### src/rtl/tcs_pkg.sv
package tcs_pkg;

  typedef enum logic [2:0] {
    CS_OFF      = 3'b000,
    CS_DIV1     = 3'b001,
    CS_DIV8     = 3'b010,
    CS_DIV64    = 3'b011,
    CS_DIV256   = 3'b100,
    CS_DIV1024  = 3'b101,
    CS_PIN_FALL = 3'b110,
    CS_PIN_RISE = 3'b111
  } cs_sel_e;

  localparam int PSC_W  = 10;
  localparam int N_TAPS = 4;

  // log2 of the division ratio for prescaler tap i
  function automatic int tap_shift(input int i);
    case (i)
      0:       return 3;
      1:       return 6;
      2:       return 8;
      default: return 10;
    endcase
  endfunction

endpackage

### src/rtl/tcs_prescaler.sv
module tcs_prescaler
  import tcs_pkg::*;
#(
  parameter int W = PSC_W
) (
  input  logic              clk_i,
  input  logic              rst_i,
  input  logic              clr_i,
  output logic [N_TAPS-1:0] tap_o
);

  logic [W-1:0] cnt_q;

  always_ff @(posedge clk_i) begin
    if (rst_i || clr_i) cnt_q <= '0;
    else                cnt_q <= cnt_q + 1'b1;
  end

  // a tap fires on the last count of each period of its ratio
  for (genvar gi = 0; gi < N_TAPS; gi++) begin : g_tap
    localparam int SH = tap_shift(gi);
    if (SH > W) begin : g_short
      assign tap_o[gi] = 1'b0;
    end else begin : g_full
      assign tap_o[gi] = &cnt_q[SH-1:0];
    end
  end

endmodule

### src/rtl/tcs_pin_edge.sv
module tcs_pin_edge #(
  parameter int SYNC_STAGES = 2
) (
  input  logic clk_i,
  input  logic pin_i,
  output logic rise_o,
  output logic fall_o
);

  localparam int HIST_W = SYNC_STAGES + 1;

  // no reset: the chain tracks the pin during reset so that no edge is
  // invented when reset releases
  logic [HIST_W-1:0] hist_q;

  always_ff @(posedge clk_i) begin
    hist_q <= {hist_q[HIST_W-2:0], pin_i};
  end

  assign rise_o =  hist_q[HIST_W-2] & ~hist_q[HIST_W-1];
  assign fall_o = ~hist_q[HIST_W-2] &  hist_q[HIST_W-1];

endmodule

### src/rtl/tcs_src_mux.sv
module tcs_src_mux
  import tcs_pkg::*;
(
  input  logic [2:0]        sel_i,
  input  logic [N_TAPS-1:0] tap_i,
  input  logic              rise_i,
  input  logic              fall_i,
  output logic              en_o
);

  cs_sel_e sel;
  assign sel = cs_sel_e'(sel_i);

  always_comb begin
    unique case (sel)
      CS_OFF:      en_o = 1'b0;
      CS_DIV1:     en_o = 1'b1;
      CS_DIV8:     en_o = tap_i[0];
      CS_DIV64:    en_o = tap_i[1];
      CS_DIV256:   en_o = tap_i[2];
      CS_DIV1024:  en_o = tap_i[3];
      CS_PIN_FALL: en_o = fall_i;
      CS_PIN_RISE: en_o = rise_i;
      default:     en_o = 1'b0;
    endcase
  end

endmodule

### src/rtl/tmr_clksel.sv
module tmr_clksel
  import tcs_pkg::*;
#(
  parameter int PRESC_W     = PSC_W,
  parameter int SYNC_STAGES = 2
) (
  input  logic       clk_i,
  input  logic       rst_i,
  input  logic [2:0] sel_i,
  input  logic       psc_clr_i,
  input  logic       pin_i,
  output logic       count_en_o
);

  logic [N_TAPS-1:0] tap;
  logic              rise;
  logic              fall;
  logic              en_next;

  tcs_prescaler #(.W(PRESC_W)) i_presc (
    .clk_i (clk_i),
    .rst_i (rst_i),
    .clr_i (psc_clr_i),
    .tap_o (tap)
  );

  tcs_pin_edge #(.SYNC_STAGES(SYNC_STAGES)) i_edge (
    .clk_i  (clk_i),
    .pin_i  (pin_i),
    .rise_o (rise),
    .fall_o (fall)
  );

  tcs_src_mux i_mux (
    .sel_i  (sel_i),
    .tap_i  (tap),
    .rise_i (rise),
    .fall_i (fall),
    .en_o   (en_next)
  );

  always_ff @(posedge clk_i) begin
    if (rst_i) count_en_o <= 1'b0;
    else       count_en_o <= en_next;
  end

endmodule

### config.mk
export PLATFORM = sky130hd
export DESIGN_NAME = tmr_clksel
export DESIGN_NICKNAME = d
export VERILOG_FILES = /design/src/rtl/tcs_pkg.sv /design/src/rtl/tcs_prescaler.sv /design/src/rtl/tcs_pin_edge.sv /design/src/rtl/tcs_src_mux.sv /design/src/rtl/tmr_clksel.sv
export SDC_FILE = /design/constraint.sdc
export NUM_CORES = 1
export LEC_CHECK = 0
export BUFFER_PORTS_ARGS = -buffer_cell sky130_fd_sc_hd__clkbuf_2
export CORE_AREA = 8 8 45 47
export DETAILED_ROUTE_END_ITERATION = 8
export DIE_AREA = 0 0 53 55
export PLACE_DENSITY = 0.75
export SYNTH_ARGS = -nofsm -noshare
export SYNTH_HDL_FRONTEND = slang
export SYNTH_SLANG_ARGS = --single-unit
### constraint.sdc
create_clock -name clk_i -period 1.8 [get_ports clk_i]
set_clock_uncertainty 0.2 [all_clocks]
set_input_delay 0.18 -clock clk_i [delete_from_list [all_inputs] [get_ports clk_i]]
set_output_delay 0.18 -clock clk_i [all_outputs]
set_load 0.01 [all_outputs]
=== Yosys cells after proc, flatten, opt, wreduce, memory -nomap -nowiden ===
Index checks and enable logic that the tools add are counted.

* Output and inout bits: 1
* Register bits: 14

* Reductions and logical operators: 6
* Add/sub/neg operators: 1
* Bitwise logic cells: 4
* Equality and inequality tests: 7
* Multiplexer cells: 1

{| class="wikitable"
|+ Operators with widths
! cell !! number
|-
| 3-bit equality test, second input constant || 4
|-
| 10-bit by 1-bit adder with 10-bit output, second input constant || 1
|-
| 10-bit AND reduction || 1
|-
| 1-bit case mux with 8 select lines || 1
|-
| 8-bit AND reduction || 1
|-
| 3-bit by 2-bit equality test with 1-bit output, second input constant || 2
|-
| 6-bit AND reduction || 1
|-
| 3-bit by 1-bit equality test with 1-bit output, second input constant || 1
|-
| 3-bit zero test || 1
|-
| 3-bit AND reduction || 1
|-
| 1-bit bitwise AND || 2
|-
| 1-bit inverter || 2
|-
| 1-bit logical OR || 1
|}

=== Logic depth before layout (Yosys ltp) ===
* Word-level depth: 3
* Mapped depth: 5
* Mapped depth without buffers: 5

=== Cells and area by module ===
From an unflattened synthesis, not the netlist that was laid out.

* Cells, all modules: 64
* Area total of the unflattened synthesis: 619.3 sq um

{| class="wikitable"
|+ Modules (own cells, without submodules)
! module !! sequential area each (sq um) !! area each (sq um) !! times used !! cells each
|-
| tcs_prescaler || 200.2 || 450.4 || 1 || 52
|-
| tcs_pin_edge || 60.1 || 75.1 || 1 || 5
|-
| tcs_src_mux || 0.0 || 60.1 || 1 || 5
|-
| tmr_clksel || 20.0 || 33.8 || 1 || 2
|}

=== Worst setup path after synthesis ===
Ideal clock, no wire load.

* Kind: register -> register
* Start: register i_presc.cnt_q[0]
* End: register count_en_o
* Setup time: 0.131 ns
* Stages on the path, launching flop included: 6
* Clock period less this slack: 1.407 ns
* Required time: 1.469 ns
* Slack: 0.393 ns
* Path buffers: 0
* Arrival: 1.076 ns
* Path through: dfxtp_1 > ha_1 > ha_1 > a21o_1 > a21oi_1 > a311oi_2

* Cells in the longest elaborated chain, start to end: 2
* Elaborated cells on any way between the ends: 5
* Those cells by class: mux: 1; reduce/logical: 4

{| class="wikitable"
|+ Ends and longest elaborated chain
! what !! RTL line !! RTL
|-
| start: declaration || tcs_prescaler.sv:12 || <nowiki>logic [W-1:0] cnt_q;</nowiki>
|-
| start signal: assignment || tcs_prescaler.sv:16 || <nowiki>else cnt_q <= cnt_q + 1'b1;</nowiki>
|-
| 10-bit AND reduction (tied with other cells) || tcs_prescaler.sv:25 || <nowiki>assign tap_o[gi] = &cnt_q[SH-1:0];</nowiki>
|-
| 1-bit case mux with 8 select lines (*) || tcs_src_mux.sv:15 || <nowiki>unique case (sel)</nowiki>
|-
| end signal: assignment || tmr_clksel.sv:44 || <nowiki>else count_en_o <= en_next;</nowiki>
|-
| end: declaration || tmr_clksel.sv:12 || <nowiki>output logic count_en_o</nowiki>
|}

Every way passes the cells marked *; elsewhere a longest branch is shown, timed or not.
A chain may end at the register's enable or synchronous reset.

=== Final worst setup path ===
* Start: register i_presc.cnt_q[0]
* End: register i_presc.cnt_q[6]

* Cells in the longest elaborated chain, start to end: 1

{| class="wikitable"
|+ Ends and longest elaborated chain
! what !! RTL line
|-
| 10-bit by 1-bit adder with 10-bit output || tcs_prescaler.sv:16
|}

Every way passes these cells.

==> results.sh <==
export IMPL_status="finished, final reports clean"
export IMPL_finish_net_count=84
export IMPL_crit_buf_inv=0
export IMPL_instances_no_fill=89
export IMPL_setup_tns_ps=0
export IMPL_cts_buffers_inserted=3
export IMPL_diodes=0
export IMPL_antenna_found_initial=0
export IMPL_timing_fmax_ghz=0.674
export IMPL_fp_dieH_um=55
export IMPL_die_area_um2=2920
export IMPL_drt_total_wl_um=971
export IMPL_crit_path_end_kind="flip-flop"
export IMPL_cpPeakStageDelay_ps=390
export IMPL_reg2reg_from="i_presc.cnt_q[0]"
export IMPL_min_path_type="in -> reg"
export IMPL_min_to="count_en_o"
export IMPL_power_density_nw_per_um2=745
export IMPL_cts_root_buf="clkbuf_4"
export IMPL_post_cts_setup_buffers=0
export IMPL_syn_inst=61
export IMPL_ys_seq_elements=14
export IMPL_period_minus_slack_ps=1480
export IMPL_post_drt_wl_per_cell_um=10.9
export IMPL_dp_hpwl_um=745
export IMPL_syn_mean_instance_area_um2=9.66
export IMPL_syn_cell_area_um2=589
export IMPL_final_cell_mix="dfxtp_1 (14), nor2_1 (8), clkbuf_2 (7)"
export IMPL_firstDrtPassIters=3
export IMPL_start_util=0.426
export IMPL_min_period_over_period=0.825
export IMPL_worst_path_max_fanout=5
export IMPL_p_leak_uw=0.000261
export IMPL_crit_required_ps=1800
export IMPL_ys_seq_area_frac=0.476
export IMPL_whs_path_depth=4
export IMPL_r2r_end="i_presc.cnt_q[6]"
export IMPL_synth_main_ff_cell="dfxtp_1"
export IMPL_cp_num_cells=4
export IMPL_die_w_um=53
export IMPL_critPathSlowestCell="dfxtp_1"
export IMPL_worstPathCellList="ha_1 > nand2_1 > or3_1 > a21oi_1"
export IMPL_synth_fp_nets=70
export IMPL_holdCritStartpoint="sel_i[1]"
export IMPL_ys_types=22
export IMPL_coreArea_um2=1380
export IMPL_h_tree_depth=1
export IMPL_ios=8
export IMPL_finalSetupViolCount=0
export IMPL_rows=14
export IMPL_critPathTopFamily="simple AND/OR/NAND/NOR gates"
export IMPL_rsz0062_at_grt="no"
export IMPL_clk_pin_slew_ps=70
export IMPL_grt_pass1_vias=416
export IMPL_crit_type="reg -> reg"
export IMPL_cts_tree="yes"
export IMPL_grt_use_total=0.0817
export IMPL_max_slew_margin_rel=0.765
export IMPL_clk_latency_ps=270
export IMPL_grt_max_degree=11
export IMPL_drv_cap=0
export IMPL_syn_to_final_growth_pct=17.6
export IMPL_dp_cells=83
export IMPL_tightest_slew_ps=353
export IMPL_gr_total_overflow=0
export IMPL_drive_above_1_share=0.219
export IMPL_viasPerCell=4.84
export IMPL_post_route_drc_count=0
export IMPL_first_iter_violations=10
export IMPL_globalplace_congestion=0.721
export IMPL_critPathLaunchType="flip-flop"
export IMPL_slew_viol_final=0
export IMPL_critPathLaunch="i_presc.cnt_q[0]"
export IMPL_postCtsHoldBufs=3
export IMPL_synthArstFlopShare=0
export IMPL_grt_pass1_wl_um=1680
export IMPL_seqCellArea_um2=280
export IMPL_via_count=431
export IMPL_ctsResizeCount=0
export IMPL_hold_viol=0
export IMPL_cp_arrival_ps=1480
export IMPL_cts_sinks=14
export IMPL_synth_enable_flop_cells=0
export IMPL_ant_nets=0
export IMPL_layout_commonest_cell="dfxtp_1"
export IMPL_ctsLongestPathBuffers=2
export IMPL_r2r_setup_slack_ps=320
export IMPL_multiInputGateArea_um2=294
export IMPL_io_buffers=7
export IMPL_r2r_cells=4
export IMPL_fill_cells=127
export IMPL_peakVddDrop_mv=0.433
export IMPL_ys_warn_count=0
through the flow:
step / power, uW / instance area, um^2 / worst slack [ps] / utilization / hold WS, ps
CTS: 526 / 693 / 297 / 0.501 / 52.7
detailed placement: 354 / 641 / 318 / 0.463 / 83.9
global route: 542 / 693 / 193 / 0.501 / 79.8
finish: 517 / 693 / 315 / 0.501 / 63.5
global placement: 354 / 641 / 348 / 0.463 / 82.4
floorplan: 341 / 589 / 393 / - / 7.72
synth_stat cells (2+ instances only):
library cell | count | area share
xnor2_1 | 3 | 0.045
nand3_1 | 4 | 0.034
a21oi_1 | 4 | 0.034
ha_1 | 2 | 0.042
nor3_2 | 2 | 0.034
nand2_1 | 4 | 0.025
inv_1 | 3 | 0.019
dfxtp_1 | 14 | 0.48
or3_1 | 2 | 0.021
nor2_1 | 8 | 0.051
xor2_1 | 2 | 0.030
o21ai_1 | 3 | 0.025
routing by layer:
layer	track usage	wire length, um	vias up
li1	-	-	233
met1	0.0890	456	189
met2	0.117	433	7
met3	0.0348	69	2
met4	0.0776	11	0
met5	0	0	-
how the worst max path moves through the flow:
| stage | to |
|---|---|
| floorplan | count_en_o |
| global placement | count_en_o |
| detailed placement | i_presc.cnt_q[6] |
| CTS | i_presc.cnt_q[6] |
| global route | count_en_o |
| finish | i_presc.cnt_q[6] |
flip-flops by register name (all words and copies together) (netlist names):
register	flops
i_edge.hist_q	3
i_presc.cnt_q	10
count_en_o	1
logic make-up (layout without fill, tap and decap cells):
kind of cell / Yosys count / in the layout / share of synthesized area
AOI/OAI and AO/OA: 10 / 10 / 0.110
buffers and inverters: 4 / 16 / 0.0255
DFF: 14 / 14 / 0.476
xor gates and xnor gates: 5 / 5 / 0.0743
and+or+nand+nor: 26 / 26 / 0.272
adders and majority gates: 2 / 2 / 0.0425
worst register-to-register path, delay by kind of cell (launching register included):
kind / cells / cell delay [ps]
simple gates: 2 / 460
fa+ha+maj: 1 / 210
flops: 1 / 390
compound gates: 1 / 150
power by group:
part	internal, uW	total [uW]	switching [uW]
clock	77.4	165	87.2
sequential	317	321	4.08
combinational	16.6	31.4	14.7
area by class of cell:
type	instances	area share
flip-flops and latches	14	0.404
well taps	16	0.0289
clock buffers	3	0.0325
repair buffers	10	0.0939
multi-input cells	43	0.424
inverters	3	0.0162
No activity file was read; power rests on OpenSTA's default activity.
